**src/rtl/doze_pkg.sv**
```systemverilog
package doze_pkg;

   // Largest ratio-code width the divider supports (2^(2^4-1) cycles max).
   localparam int unsigned DOZE_CODE_W_MAX = 4;

   // Flag bits of the control registers.
   typedef struct packed {
      logic active;
      logic recover;
   } doze_flags_t;

endpackage

```
**src/rtl/doze_ctl_regs.sv**
```systemverilog
module doze_ctl_regs #(
   parameter int unsigned CODE_W     = 3,
   parameter int unsigned RESET_CODE = 3
) (
   input  logic              clk,
   input  logic              rst_n,
   input  logic              ratio_we,
   input  logic [CODE_W-1:0] ratio_wdata,
   input  logic              doze_we,
   input  logic              doze_wdata,
   input  logic              recover_we,
   input  logic              recover_wdata,
   input  logic              irq_pulse,
   output logic [CODE_W-1:0] code_o,
   output doze_pkg::doze_flags_t flags_o
);

   localparam logic [CODE_W-1:0] CODE_RST = CODE_W'(RESET_CODE);

   logic [CODE_W-1:0]     code_q;
   doze_pkg::doze_flags_t flags_q;
   logic                  hw_clear;

   // An interrupt with recovery armed overrides any software write.
   assign hw_clear = flags_q.recover & irq_pulse;

   always_ff @(posedge clk) begin
      if (!rst_n) begin
         code_q          <= CODE_RST;
         flags_q.active  <= 1'b0;
         flags_q.recover <= 1'b0;
      end else begin
         if (ratio_we)
            code_q <= ratio_wdata;
         if (recover_we)
            flags_q.recover <= recover_wdata;
         if (hw_clear)
            flags_q.active <= 1'b0;
         else if (doze_we)
            flags_q.active <= doze_wdata;
      end
   end

   assign code_o  = code_q;
   assign flags_o = flags_q;

   AST_IRQ_CLEARS: assert property (@(posedge clk) disable iff (!rst_n)
      (flags_q.recover && irq_pulse) |=> !flags_q.active);

   AST_IRQ_IGNORED: assert property (@(posedge clk) disable iff (!rst_n)
      (!flags_q.recover && irq_pulse && !doze_we) |=> $stable(flags_q.active));

   AST_CLEAR_WINS: assert property (@(posedge clk) disable iff (!rst_n)
      (flags_q.recover && irq_pulse && doze_we && doze_wdata) |=> !flags_q.active);

endmodule

```
**src/rtl/doze_strobe_gen.sv**
```systemverilog
module doze_strobe_gen #(
   parameter int unsigned CODE_W = 3
) (
   input  logic              clk,
   input  logic              rst_n,
   input  logic              active_i,
   input  logic [CODE_W-1:0] code_i,
   output logic              cpu_ce
);

   localparam int unsigned NCODES = 1 << CODE_W;
   localparam int unsigned CNT_W  = NCODES - 1;

   logic [CNT_W-1:0] reload_next;
   logic [CNT_W-1:0] reload_q;
   logic [CNT_W-1:0] cnt_q;

   // Reload value 2^code - 1 as a thermometer: bit b set when code > b.
   for (genvar b = 0; b < CNT_W; b++) begin : g_thermo
      assign reload_next[b] = active_i && (code_i > CODE_W'(b));
   end

   assign cpu_ce = (cnt_q == '0);

   always_ff @(posedge clk) begin
      if (!rst_n) begin
         cnt_q    <= '0;
         reload_q <= '0;
      end else if (cpu_ce) begin
         cnt_q    <= reload_next;
         reload_q <= reload_next;
      end else begin
         cnt_q    <= cnt_q - 1'b1;
      end
   end

   AST_CNT_IN_RANGE: assert property (@(posedge clk) disable iff (!rst_n)
      cnt_q <= reload_q);

   AST_PERIOD_HELD: assert property (@(posedge clk) disable iff (!rst_n)
      !cpu_ce |=> $stable(reload_q));

   AST_FULL_RATE_OFF: assert property (@(posedge clk) disable iff (!rst_n)
      (cpu_ce && !active_i) |=> cpu_ce);

   AST_STROBE_ONE_WIDE: assert property (@(posedge clk) disable iff (!rst_n)
      (cpu_ce && active_i && (code_i != '0)) |=> !cpu_ce);

endmodule

```
**src/rtl/doze_cpu_divider.sv**
```systemverilog
module doze_cpu_divider #(
   parameter int unsigned CODE_W     = 3,
   parameter int unsigned RESET_CODE = 3
) (
   input  logic              clk,
   input  logic              rst_n,
   input  logic              ratio_we,
   input  logic [CODE_W-1:0] ratio_wdata,
   input  logic              doze_we,
   input  logic              doze_wdata,
   input  logic              recover_we,
   input  logic              recover_wdata,
   input  logic              irq_pulse,
   output logic              cpu_ce,
   output logic              doze_en_q
);

   if (CODE_W < 1 || CODE_W > doze_pkg::DOZE_CODE_W_MAX) begin : g_bad_width
      $error("doze_cpu_divider: CODE_W out of range");
   end
   if (RESET_CODE >= (1 << CODE_W)) begin : g_bad_reset
      $error("doze_cpu_divider: RESET_CODE does not fit CODE_W");
   end

   logic [CODE_W-1:0]     code;
   doze_pkg::doze_flags_t flags;

   doze_ctl_regs #(
      .CODE_W     (CODE_W),
      .RESET_CODE (RESET_CODE)
   ) u_regs (
      .clk           (clk),
      .rst_n         (rst_n),
      .ratio_we      (ratio_we),
      .ratio_wdata   (ratio_wdata),
      .doze_we       (doze_we),
      .doze_wdata    (doze_wdata),
      .recover_we    (recover_we),
      .recover_wdata (recover_wdata),
      .irq_pulse     (irq_pulse),
      .code_o        (code),
      .flags_o       (flags)
   );

   doze_strobe_gen #(
      .CODE_W (CODE_W)
   ) u_strobe (
      .clk      (clk),
      .rst_n    (rst_n),
      .active_i (flags.active),
      .code_i   (code),
      .cpu_ce   (cpu_ce)
   );

   assign doze_en_q = flags.active;

   AST_RESET_STATE: assert property (@(posedge clk)
      !rst_n |=> (!doze_en_q && cpu_ce));

endmodule

```
**config.mk**
```make
export PLATFORM = sky130hd
export DESIGN_NAME = doze_cpu_divider
export DESIGN_NICKNAME = d
export VERILOG_FILES = /design/src/rtl/doze_pkg.sv /design/src/rtl/doze_ctl_regs.sv /design/src/rtl/doze_strobe_gen.sv /design/src/rtl/doze_cpu_divider.sv
export SDC_FILE = /design/constraint.sdc
export NUM_CORES = 1
export LEC_CHECK = 0
export CELL_PAD_IN_SITES_DETAIL_PLACEMENT = 1
export CELL_PAD_IN_SITES_GLOBAL_PLACEMENT = 1
export CORE_AREA = 8 8 51 53
export DETAILED_ROUTE_END_ITERATION = 12
export DIE_AREA = 0 0 59 61
export PLACE_DENSITY = 0.76
export SLEW_MARGIN = 20
export SYNTH_ARGS = -nofsm -noshare
export SYNTH_HDL_FRONTEND = slang
export SYNTH_SLANG_ARGS = --single-unit
```
**constraint.sdc**
```tcl
create_clock -name clk -period 1.8 [get_ports clk]
set_clock_uncertainty 0.2 [all_clocks]
set_input_delay 0.27 -clock clk [delete_from_list [all_inputs] [get_ports clk]]
set_output_delay 0.27 -clock clk [all_outputs]
set_load 0.02 [all_outputs]
```
==> run summary, run 1 <==
Overflow after GRT -> 0
Sw Ratio -> 38.7%
Syn_nets -> 79
Vias -> 582
Switching power -> 0.000579 W
Reg area -> 243 um2
Antenna-violating nets left -> 0
Final setup viols -> 0
Static Leakage -> 0.394 nW
Final instance area -> 895 um2
Global Route Usage Sum -> 10.5%
Worst-Margin Slew -> 0.319 ns
Sequential element share of the synthesized area -> 39.0%
DRC -> 0
Total Nets Final -> 109
Clock power share -> 10.7%
Max-Cap Viols -> 0
Hold-fix buffers, CTS -> 0
First-pass GRT wire length -> 2800 um
Status -> finished, final reports clean
Warnings, synthesis -> 0
Pwr/cell area -> 1670 nW/um2
Starting Density -> 33.4%
Post-DP HPWL -> 1320 um
Vias in the first global route -> 638
Die ar. -> 3600 um2
Max Fanout on Critical Path -> 2
Max_slew headroom -> 78.6%
Clock sink count -> 12
Synth cell types -> 31
Synth Flop Type -> dfxtp_1
Worst skew pair latency -> 0.27 ns
Hold WS -> 0.244 ns
Die Span Y -> 61 um
Type of the worst setup path -> reg2out
Largest area contributor in the netlist -> dfxtp_1
Area contributors post-synth -> dfxtp_1, mux2i_1, nand2_1, ha_1, nor4_4
F_max -> 581 MHz
Peak VDD IR -> 673 uV
Largest net degree at the start of global routing -> 9
Endpoint class of the critical path -> output pin
First-pass iteration count of the detailed router -> 4
Multi-input logic area -> 360 um2
Drt initial violations -> 3
Setup total negative slack -> 0 ns
Async SR Flop Fraction -> 0%
Comb pwr share -> 61.5%
Min-delay worst type -> reg2reg
Num CTS Buffers -> 3
Synthesized instance count -> 66
Synth top area share -> 39.0%
CTS max path bufs -> 2
Post-synth EDFFs -> 0
Filler cell count -> 224
Hold Violations, Final -> 0
Final period util -> 95.6%
Slew Viols, Final -> 0
Count leader, synth -> dfxtp_1
Row count -> 16
Reg power frac -> 27.7%
Clk root buf -> clkbuf_4
Crit path DAT -> 1.25 ns
Most frequent cells after synthesis -> dfxtp_1, nand2_1, mux2i_1
Minimum clock period -> 1.72 ns
Worst EP required -> 1.33 ns
Internal Power -> 0.000919 W
Area added between synthesis and finish -> 45.3%
Synth Register Bits -> 12
H-tree depth -> 1
Share of post-route cells with drive strength above 1 -> 28.7%
Antenna violations before repair -> 0
Synth Area per Inst -> 9.33 um2
Drt wl/cell -> 13.3 um
Antenna cells -> 0
Layout Utilization -> 48.6%
Die X -> 59 um
I/O pins -> 13
CTS tree -> built
Post-Syn Area -> 616 um2
Vias per cell -> 4.81
Core area -> 1840 um2
Final GP Congestion -> 0.713
Startpoint Class -> flip-flop
Pwr Total -> 0.00150 W
Placed inst area -> 860 um2
Reg clk slew, reported paths -> 0.07 ns
DRT Wirelength -> 1610 um
Port Buf Inserts -> 12
## sequential cells by signal, summed over array words and instances (netlist names)
name	cells
u_regs.flags_o	2
u_strobe.cnt_q	7
u_regs.code_o	3
## placed cells by master, fill, tap and decap left out, drive strengths merged, types with 2 or more instances in the layout
cell,instances
nor2,5
xor2,2
buf,14
a211oi,2
nand2,8
nor3,2
mux2i,5
nand2b,2
ha,2
a21o,2
dfxtp,12
clkdlybuf4s50,11
clkbuf,3
inv,3
a21oi,3
o21ai,3
## through the flow
stage | cells | setup WS, ns
after floorplan | 66 | 0.326
after global placement | 117 | -0.123
after global routing | 121 | -0.0116
after CTS | 120 | 0.0281
final | 121 | 0.0784
after detailed placement | 117 | -0.132
## metal layers
metal  global-route usage, %  wire (um)
met1                    11.1        711
met5                       0          0
met2                    17.6        815
met4                    5.12          8
met3                    4.45         77
## logic make-up (layout without fill, tap and decap cells)
family | Yosys count | in the layout | synth area share (%)
AOI/OAI and AO/OA | 16 | 16 | 18.5
and+or+nand+nor | 24 | 24 | 22.8
xor gates and xnor gates | 3 | 3 | 4.27
DFF | 12 | 12 | 39.0
adders and majority gates | 2 | 2 | 4.06
muxes | 5 | 5 | 8.13
buffers and inverters | 4 | 32 | 3.25
## power by group through the flow
stage	logic (W)	clock network (W)	registers (W)
detailed placement	0.000896	0	0.000417
floorplan	0.000511	0	0.000429
global placement	0.000866	0	0.000414
finish	0.000922	0.000161	0.000415
global route	0.00102	0.000190	0.000426
CTS	0.000890	0.000171	0.000413
## worst max-delay path, cell delays in order (launching register included)
cell      delay (ns)
dfxtp_1         0.33
inv_1           0.06
ha_2            0.17
nor2b_2         0.16
nand2_4         0.07
clkinv_4        0.04
buf_4           0.15
## area by class of cell
| type | instances | share of cell area [%] |
|---|---|---|
| multi-input cells | 50 | 40.3 |
| repair buffers | 25 | 24.1 |
| clock buffers | 3 | 2.52 |
| well taps | 27 | 3.78 |
| flip-flops and latches | 12 | 27.1 |
| inverters | 4 | 2.24 |
## what timing repair did
action | in CTS | in global routing
endpoints found under the setup margin | 1 | 1
resized for setup | 5 | 4
setup buffers | 0 | 1
pin swaps | 1 | 1
## final timing paths
check,to,startpoint,slack [ns],depth (start not counted)
worst min register to register,u_regs.flags_o[1],u_regs.flags_o[0],0.24,1
worst min-delay path,u_regs.flags_o[1],u_regs.flags_o[0],0.24,1
worst max-delay path,cpu_ce,u_strobe.cnt_q[1],0.08,6
worst max register to register,u_strobe.cnt_q[4],u_strobe.cnt_q[0],0.16,7
Power figures use the tool's default switching activity.
==> inputs of run 2 (changes only) <==
CAP_MARGIN = 20   (was not set)
==> results of run 2 <==
Same layout as run 1: the final DEF is identical, and so are final timing and power.
